--- config.mk ---
export PLATFORM = sky130hd
export DESIGN_NAME = nvp_ctrl
export DESIGN_NICKNAME = d
export VERILOG_FILES = /design/src/rtl/nvp_pkg.sv /design/src/rtl/nvp_req_sampler.sv /design/src/rtl/nvp_busy_timer.sv /design/src/rtl/nvp_store_port.sv /design/src/rtl/nvp_ctrl.sv
export SDC_FILE = /design/constraint.sdc
export NUM_CORES = 1
export LEC_CHECK = 0
export ABC_AREA = 1
export BUFFER_PORTS_ARGS = -buffer_cell sky130_fd_sc_hd__buf_2
export CAP_MARGIN = 20
export CORE_AREA = 2 2 57 59
export CTS_CLUSTER_DIAMETER = 80
export DETAILED_ROUTE_END_ITERATION = 6
export DIE_AREA = 0 0 59 61
export GPL_ROUTABILITY_DRIVEN = 0
export MAX_ROUTING_LAYER = met4
export PLACE_DENSITY = 0.75
export SLEW_MARGIN = 25
export SYNTH_ARGS = -nofsm -noshare
export SYNTH_HDL_FRONTEND = slang
export SYNTH_SLANG_ARGS = --single-unit
--- constraint.sdc ---
create_clock -name clk -period 1.7 [get_ports clk]
set_input_delay 0.255 -clock clk [delete_from_list [all_inputs] [get_ports clk]]
set_output_delay 0.255 -clock clk [all_outputs]
set_load 0.02 [all_outputs]
--- src/rtl/nvp_pkg.sv ---
package nvp_pkg;

   // Store sequencer phase
   typedef enum logic {
      PH_IDLE = 1'b0,
      PH_BUSY = 1'b1
   } nvp_phase_t;

   // Width of a down/up counter able to hold values 0..n-1
   function automatic int unsigned cnt_width(input int unsigned n);
      return (n <= 2) ? 1 : $clog2(n);
   endfunction

endpackage

--- src/rtl/nvp_req_sampler.sv ---
module nvp_req_sampler #(
   parameter int unsigned ADDR_W = 2,
   parameter int unsigned DATA_W = 8
) (
   input  logic              clk,
   input  logic              rst_n,
   input  logic              cs,
   input  logic              prog,
   input  logic              d7_done,
   input  logic [ADDR_W-1:0] frame_addr,
   input  logic [DATA_W-1:0] frame_data,
   input  logic              supply_ok,
   input  logic              busy,
   output logic              start,
   output logic [ADDR_W-1:0] held_addr,
   output logic [DATA_W-1:0] held_data
);

   logic window_q;
   logic req_ok;

   // window_q marks the cycle whose closing edge is the acceptance edge
   always_ff @(posedge clk or negedge rst_n) begin
      if (!rst_n) begin
         window_q <= 1'b0;
      end else begin
         window_q <= d7_done & ~busy;
      end
   end

   // Frame capture is frozen while a store is running
   always_ff @(posedge clk or negedge rst_n) begin
      if (!rst_n) begin
         held_addr <= '0;
         held_data <= '0;
      end else if (d7_done && !busy) begin
         held_addr <= frame_addr;
         held_data <= frame_data;
      end
   end

   always_comb begin
      req_ok = window_q & prog & cs & ~busy;
      start  = req_ok & supply_ok;
   end

endmodule

--- src/rtl/nvp_busy_timer.sv ---
module nvp_busy_timer
   import nvp_pkg::*;
#(
   parameter int unsigned BUSY_CYCLES = 4000
) (
   input  logic clk,
   input  logic rst_n,
   input  logic start,
   output logic busy,
   output logic last
);

   localparam int unsigned CW   = cnt_width(BUSY_CYCLES);
   localparam int unsigned LAST = BUSY_CYCLES - 1;

   nvp_phase_t phase_q;

   assign busy = (phase_q == PH_BUSY);

   generate
      if (BUSY_CYCLES == 1) begin : g_single
         // One-cycle store: the busy cycle is also the last one
         assign last = busy;
         always_ff @(posedge clk or negedge rst_n) begin
            if (!rst_n) begin
               phase_q <= PH_IDLE;
            end else if (start) begin
               phase_q <= PH_BUSY;
            end else begin
               phase_q <= PH_IDLE;
            end
         end
      end else begin : g_count
         logic [CW-1:0] cnt_q;
         assign last = busy && (cnt_q == CW'(LAST));
         always_ff @(posedge clk or negedge rst_n) begin
            if (!rst_n) begin
               phase_q <= PH_IDLE;
               cnt_q   <= '0;
            end else begin
               unique case (phase_q)
                  PH_IDLE: begin
                     cnt_q <= '0;
                     if (start) begin
                        phase_q <= PH_BUSY;
                     end
                  end
                  PH_BUSY: begin
                     if (cnt_q == CW'(LAST)) begin
                        phase_q <= PH_IDLE;
                        cnt_q   <= '0;
                     end else begin
                        cnt_q <= cnt_q + CW'(1);
                     end
                  end
                  default: phase_q <= PH_IDLE;
               endcase
            end
         end
      end
   endgenerate

endmodule

--- src/rtl/nvp_store_port.sv ---
module nvp_store_port #(
   parameter int unsigned ADDR_W = 2,
   parameter int unsigned DATA_W = 8
) (
   input  logic              clk,
   input  logic              rst_n,
   input  logic              fire,
   input  logic [ADDR_W-1:0] held_addr,
   input  logic [DATA_W-1:0] held_data,
   output logic              store_we,
   output logic [ADDR_W-1:0] store_addr,
   output logic [DATA_W-1:0] store_data
);

   always_ff @(posedge clk or negedge rst_n) begin
      if (!rst_n) begin
         store_we   <= 1'b0;
         store_addr <= '0;
         store_data <= '0;
      end else begin
         store_we <= fire;
         if (fire) begin
            store_addr <= held_addr;
            store_data <= held_data;
         end
      end
   end

endmodule

--- src/rtl/nvp_ctrl.sv ---
module nvp_ctrl #(
   parameter int unsigned ADDR_W      = 2,
   parameter int unsigned DATA_W      = 8,
   parameter int unsigned BUSY_CYCLES = 4000
) (
   input  logic              clk,
   input  logic              rst_n,
   input  logic              cs,
   input  logic              prog,
   input  logic              d7_done,
   input  logic [ADDR_W-1:0] frame_addr,
   input  logic [DATA_W-1:0] frame_data,
   input  logic              supply_ok,
   output logic              rdy_bsy_n,
   output logic              serial_hold,
   output logic              store_we,
   output logic [ADDR_W-1:0] store_addr,
   output logic [DATA_W-1:0] store_data
);

   generate
      if (ADDR_W < 1) begin : g_bad_addr
         $error("nvp_ctrl: ADDR_W must be at least 1");
      end
      if (DATA_W < 1) begin : g_bad_data
         $error("nvp_ctrl: DATA_W must be at least 1");
      end
      if (BUSY_CYCLES < 1) begin : g_bad_busy
         $error("nvp_ctrl: BUSY_CYCLES must be at least 1");
      end
   endgenerate

   logic              start;
   logic              busy;
   logic              last;
   logic [ADDR_W-1:0] held_addr;
   logic [DATA_W-1:0] held_data;

   nvp_req_sampler #(
      .ADDR_W (ADDR_W),
      .DATA_W (DATA_W)
   ) u_sampler (
      .clk        (clk),
      .rst_n      (rst_n),
      .cs         (cs),
      .prog       (prog),
      .d7_done    (d7_done),
      .frame_addr (frame_addr),
      .frame_data (frame_data),
      .supply_ok  (supply_ok),
      .busy       (busy),
      .start      (start),
      .held_addr  (held_addr),
      .held_data  (held_data)
   );

   nvp_busy_timer #(
      .BUSY_CYCLES (BUSY_CYCLES)
   ) u_timer (
      .clk   (clk),
      .rst_n (rst_n),
      .start (start),
      .busy  (busy),
      .last  (last)
   );

   nvp_store_port #(
      .ADDR_W (ADDR_W),
      .DATA_W (DATA_W)
   ) u_store (
      .clk        (clk),
      .rst_n      (rst_n),
      .fire       (last),
      .held_addr  (held_addr),
      .held_data  (held_data),
      .store_we   (store_we),
      .store_addr (store_addr),
      .store_data (store_data)
   );

   // Ready is low only during a store; a refused request never enters busy
   assign rdy_bsy_n   = ~busy;
   assign serial_hold = busy;

endmodule

Yosys cells after proc, flatten, opt, wreduce, memory -nomap -nowiden
Index checks and enable logic that the tools add are counted.
{"block": "totals", "reg_bits": 35, "inputBits": 16, "out_inout_bits": 13, "elab_cells": 24}
{"block": "classes", "addsub": 1, "eq_ne": 1, "mux": 5, "bitwise_logic": 6, "reduce_logical": 3}
{"operator": "12-bit one-hot mux with 2 select lines", "n": 1}
{"operator": "12-bit by 1-bit adder with 12-bit output (second input constant)", "n": 1}
{"operator": "12-bit == test (second input constant)", "n": 1}
{"operator": "12-bit 2-to-1 mux", "n": 1}
{"operator": "1-bit bitwise AND", "n": 5}
{"operator": "1-bit logical AND", "n": 2}
{"operator": "1-bit 2-to-1 mux", "n": 2}
{"operator": "1-bit one-hot mux with 2 select lines", "n": 1}
{"operator": "1-bit zero test", "n": 1}
{"operator": "1-bit inverter", "n": 1}

Longest topological paths before layout
{"block": "logic_depth", "ltp_word": 6, "mapped_depth": 8, "depth_no_buf": 8}

Hierarchy
From an unflattened synthesis, not the netlist that was laid out.
{"block": "hier_totals", "cells_unflattened": 179, "hier_area_um2": 1565.3}
{"mod": "nvp_busy_timer", "n_inst": 1, "cells_per_inst": 85, "area_each_um2": 701.9, "seq_area_each_um2": 325.3}
{"mod": "nvp_req_sampler", "n_inst": 1, "cells_per_inst": 50, "area_each_um2": 456.7, "seq_area_each_um2": 275.3}
{"mod": "nvp_store_port", "n_inst": 1, "cells_per_inst": 43, "area_each_um2": 402.9, "seq_area_each_um2": 275.3}
{"mod": "nvp_ctrl", "n_inst": 1, "cells_per_inst": 1, "area_each_um2": 3.8, "seq_area_each_um2": 0.0}

Least setup slack after synthesis
OpenSTA, ideal clock, no wires.
{"block": "synth_path", "path_type": "register to register", "start": "register u_timer.g_count.cnt_q[0]", "end": "register u_store.store_addr[1]", "setup_time_ns": 0.116, "t_arrival_ns": 1.190, "required_time_ns": 1.584, "path_slack_ns": 0.393, "stages_incl_launch_ff": 8, "n_path_buf": 1, "period_less_slack_ns": 1.307, "path_cell_list": "dfrtp_1 ha_1 nand2_4 nor2_8 nand3_4 buf_6 nand2_1 nand2_1"}
{"block": "synth_via", "elab_chain_cells": 2}
{"item": "from (decl)", "line": "nvp_busy_timer.sv:34", "text": "logic [CW-1:0] cnt_q;"}
{"item": "from (signal assigned)", "line": "nvp_busy_timer.sv:53", "text": "cnt_q <= cnt_q + CW'(1);"}
{"item": "12-bit == test", "line": "nvp_busy_timer.sv:35", "text": "assign last = busy && (cnt_q == CW'(LAST));"}
{"item": "1-bit logical AND", "line": "nvp_busy_timer.sv:35"}
{"item": "to (signal assigned)", "line": "nvp_store_port.sv:23", "text": "store_addr <= held_addr;"}
{"item": "to (decl)", "line": "nvp_store_port.sv:11", "text": "output logic [ADDR_W-1:0] store_addr,"}
Every way passes these cells.
A chain may end at the register's enable or synchronous reset.

Worst setup path after layout
{"block": "layout_path", "start": "register u_timer.phase_q, in the netlist u_timer.busy", "end": "output rdy_bsy_n"}
{"block": "layout_via", "elab_chain_cells": 1}
{"item": "from (decl)", "line": "nvp_busy_timer.sv:16", "text": "nvp_phase_t phase_q;"}
{"item": "from (signal assigned)", "line": "nvp_busy_timer.sv:38", "text": "phase_q <= PH_IDLE;"}
{"item": "from (signal assigned)", "line": "nvp_busy_timer.sv:45", "text": "phase_q <= PH_BUSY;"}
{"item": "from (signal assigned)", "line": "nvp_busy_timer.sv:50", "text": "phase_q <= PH_IDLE;"}
{"item": "1-bit inverter"}
{"item": "to (decl)", "line": "nvp_ctrl.sv:14", "text": "output logic rdy_bsy_n,"}
Every way passes these cells.

==> flow_summary.toml <==
[grt]
grt.total_usage = 0.204
antenna_found_initial = 0
grt_pass1_vias = 1244
grt_max_degree = 36
grt_first_pass_wirelength_um = 5190
gr-total-overflow = 0

[worst_setup_path]
crit_start = "u_timer.busy$_DFF_PN0_"
cp.arrival_ns = 1.25
r2r_end = "u_store.store_data[7]$_DFFE_PN0P_"
path_max_fanout = 9
reg2reg_from = "u_timer.g_count.cnt_q[0]$_DFF_PN0_"
endpoint_kind = "output pin"
cp.required_ns = 1.44
ff2ff_path_depth = 7
start_kind = "register"
critPathKind = "register to output pin"
reg2reg_slack_ns = 0.22
crit_end = "rdy_bsy_n"

[logic_synthesis]
syn_area_um2 = 1560
synth_top_area_cell = "dfrtp_1"
synth.avg_cell_area_um2 = 9.12
yosysTopAreaCellShare = 0.562
netlist_top_cells_area = "dfrtp_1 56%, nand2_1 12%, nor2_1 4.3%"
syn-num-nets = 188
ys_warn_count = 0
synthDistinctLibCells = 24
ys_seq_area_frac = 0.562
synthCells = 171
ys_seq_elements = 35

[cts]
cts_setup_buffers = 0
cts_max_path_buffers = 2
cts_buffers = 5
clkSinkCount = 35
htree_num_levels = 2
cts_tree = "yes"
clkLatencyLatePin_ns = 0.33
cts-root-buf = "clkbuf_4"
clkSlewWorstSetupHoldPaths_ns = 0.10

[detailed_routing]
ant_nets = 0
drt-total-wl_um = 2860
wire_per_inst_um = 12.0
via_count = 1195
drc = 0
via_per_inst = 5.02
drt-initial-drc-count = 42
dr.pass1.iters = 4

[cells_and_area]
drive_above_1_share = 0.263
fill_cells = 254
syn2layout_area_growth_pct = 13.8
finalNetCount = 221
diodes = 0
final_core_util = 0.601
fin_area_um2 = 1770

[timing]
hold_viol_final = 0
slew-limit-headroom = 0.488
fin_worst_skew_ns = 0.00988
period_share = 0.886
period_needed_ns = 1.51
drv_slew = 0
worstMarginPinSlew_ns = 0.767
setup_viol_count_final = 0
timing.fmax_ghz = 0.664
grt_setup_unrepaired = "false"
fin_setup_tns_ns = 0
holdWs_ns = 0.110

[pwr]
cellInternalPower_w = 0.00101
power_switching_w = 0.000285
p_per_area_nw_per_um2 = 728
p_clk_frac = 0.330
pwr-share-seq = 0.644
leakagePower_nw = 1.01
ir_drop_mv = 0.612
switching_share = 0.221
pwr-share-comb = 0.026

[floorplan]
start_util = 0.528
row_count = 20
design.core.area_um2 = 2950
die_h_um = 61
die_area_um2 = 3600
die_w_um = 59
io-pin-count = 29

[place]
port-buffer-count = 28
postPlaceCellArea_um2 = 1710
dp_hpwl_um = 2110

[min_path]
hp-class = "primary input to register"

[run]
maxCapViolCount = 0

[run_status]
outcome = "finished, final reports clean"
[cells by family after synthesis]
group / Yosys count / synth area share
adder cells (fa/ha/maj): 1 / 0.00802
AND/OR/NAND/NOR: 90 / 0.270
AO/OA/AOI/OAI: 19 / 0.0786
buffers and inverters: 23 / 0.0650
flip-flops: 35 / 0.562
XOR/XNOR: 3 / 0.0169
[power groups by stage]
stage               combinational (W)  sequential [W]  clock, W
CTS                         0.0000344        0.000832  0.000440
finish                      0.0000330        0.000832  0.000427
global placement            0.0000316        0.000848         0
detailed placement          0.0000325        0.000848         0
floorplan                0.0000000132        0.000849         0
global route                0.0000386        0.000832  0.000472
[cells in the mapped netlist]
| master | number |
|---|---|
| nand2_1 | 48 |
| dfrtp_1 | 35 |
| nor2_1 | 18 |
| inv_1 | 15 |
| nand3_1 | 10 |
| o21ai_1 | 6 |
| o21ai_2 | 6 |
| inv_2 | 5 |
| nand2_2 | 5 |
| a21oi_1 | 3 |
| xor2_1 | 3 |
| buf_4 | 2 |
| nor3_1 | 2 |
| o21ai_0 | 2 |
| o21bai_1 | 2 |
| buf_6 | 1 |
| ha_1 | 1 |
| nand2_4 | 1 |
| nand3_4 | 1 |
| nand3b_1 | 1 |
| nand4_1 | 1 |
| nor2_4 | 1 |
| nor2_8 | 1 |
| nor3b_1 | 1 |
[per-layer routing]
metal | global-route usage | vias to the layer above | wire [um]
met4 | 0.101 | 0 | 27
met5 | - | - | 0
met2 | 0.333 | 33 | 1430
li1 | - | 601 | -
met3 | 0.0661 | 4 | 142
met1 | 0.224 | 557 | 1260
[repair_timing]
item | in CTS | in global routing
resized for setup | 0 | 0
hold buffers | 1 | 0
endpoints found under the hold margin | 5 | 0
endpoints found under the setup margin | 0 | 0
[state kept, by name, summed over array words and instances, names as in the netlist]
register               flops
u_store.store_addr         2
u_sampler.held_addr        2
u_store.store_we           1
u_sampler.window_q         1
u_timer.g_count.cnt_q     12
u_store.store_data         8
u_timer.busy               1
u_sampler.held_data        8
[final cells by class]
type                       instances  area [um^2]  share of cell area
clock inverter                     1         5.00             0.00282
inverter                          20         75.1              0.0423
clock buffer                       7         45.0              0.0254
sequential                        35          876               0.494
timing repair buffer              29          150              0.0846
tap                               33         41.3              0.0233
multi-input combinational        113          582               0.328
[through the flow]
| step | total power [W] | instances | worst slack [ns] |
|---|---|---|---|
| 3_3_place_gp | 0.000880 | 229 | 0.318 |
| 3_5_place_dp | 0.000881 | 229 | 0.239 |
| 4_1_cts | 0.00131 | 238 | 0.185 |
| 2_1_floorplan | 0.000849 | 171 | 0.393 |
| 6_report | 0.00129 | 238 | 0.194 |
| 5_1_grt | 0.00134 | 238 | 0.0874 |
[layout by cell type, fill, tap and decap left out, types with 2 or more instances in the layout]
cell,count
nand2_1,48
dfrtp_1,35
buf_2,28
nor2_1,18
inv_1,15
nand3_1,10
o21ai_1,6
o21ai_2,6
nand2_2,5
inv_2,5
clkbuf_4,5
a21oi_1,3
xor2_1,3
o21bai_1,2
nor3_1,2
o21ai_0,2
clkbuf_1,2
[worst max-delay path, cell delays in order (launching register included)]
cell and delay [ns]:
dfrtp_1 0.58, inv_2 0.15, buf_2 0.19
[how the worst min path moves through the flow]
stage | startpoint | end | slack, ns | cells after the start
3_3_place_gp | rst_n | u_timer.g_count.cnt_q[2]$_DFF_PN0_ | 0.36 | 1
4_1_cts | frame_data[7] | u_sampler.held_data[7]$_DFFE_PN0P_ | 0.1 | 3
6_report | frame_data[5] | u_sampler.held_data[5]$_DFFE_PN0P_ | 0.11 | 3
2_1_floorplan | rst_n | u_sampler.held_addr[0]$_DFFE_PN0P_ | -0.04 | 0
5_1_grt | frame_data[6] | u_sampler.held_data[6]$_DFFE_PN0P_ | 0.11 | 3
3_5_place_dp | rst_n | u_timer.busy$_DFF_PN0_ | 0.37 | 1
No activity file was read; power rests on OpenSTA's default activity.
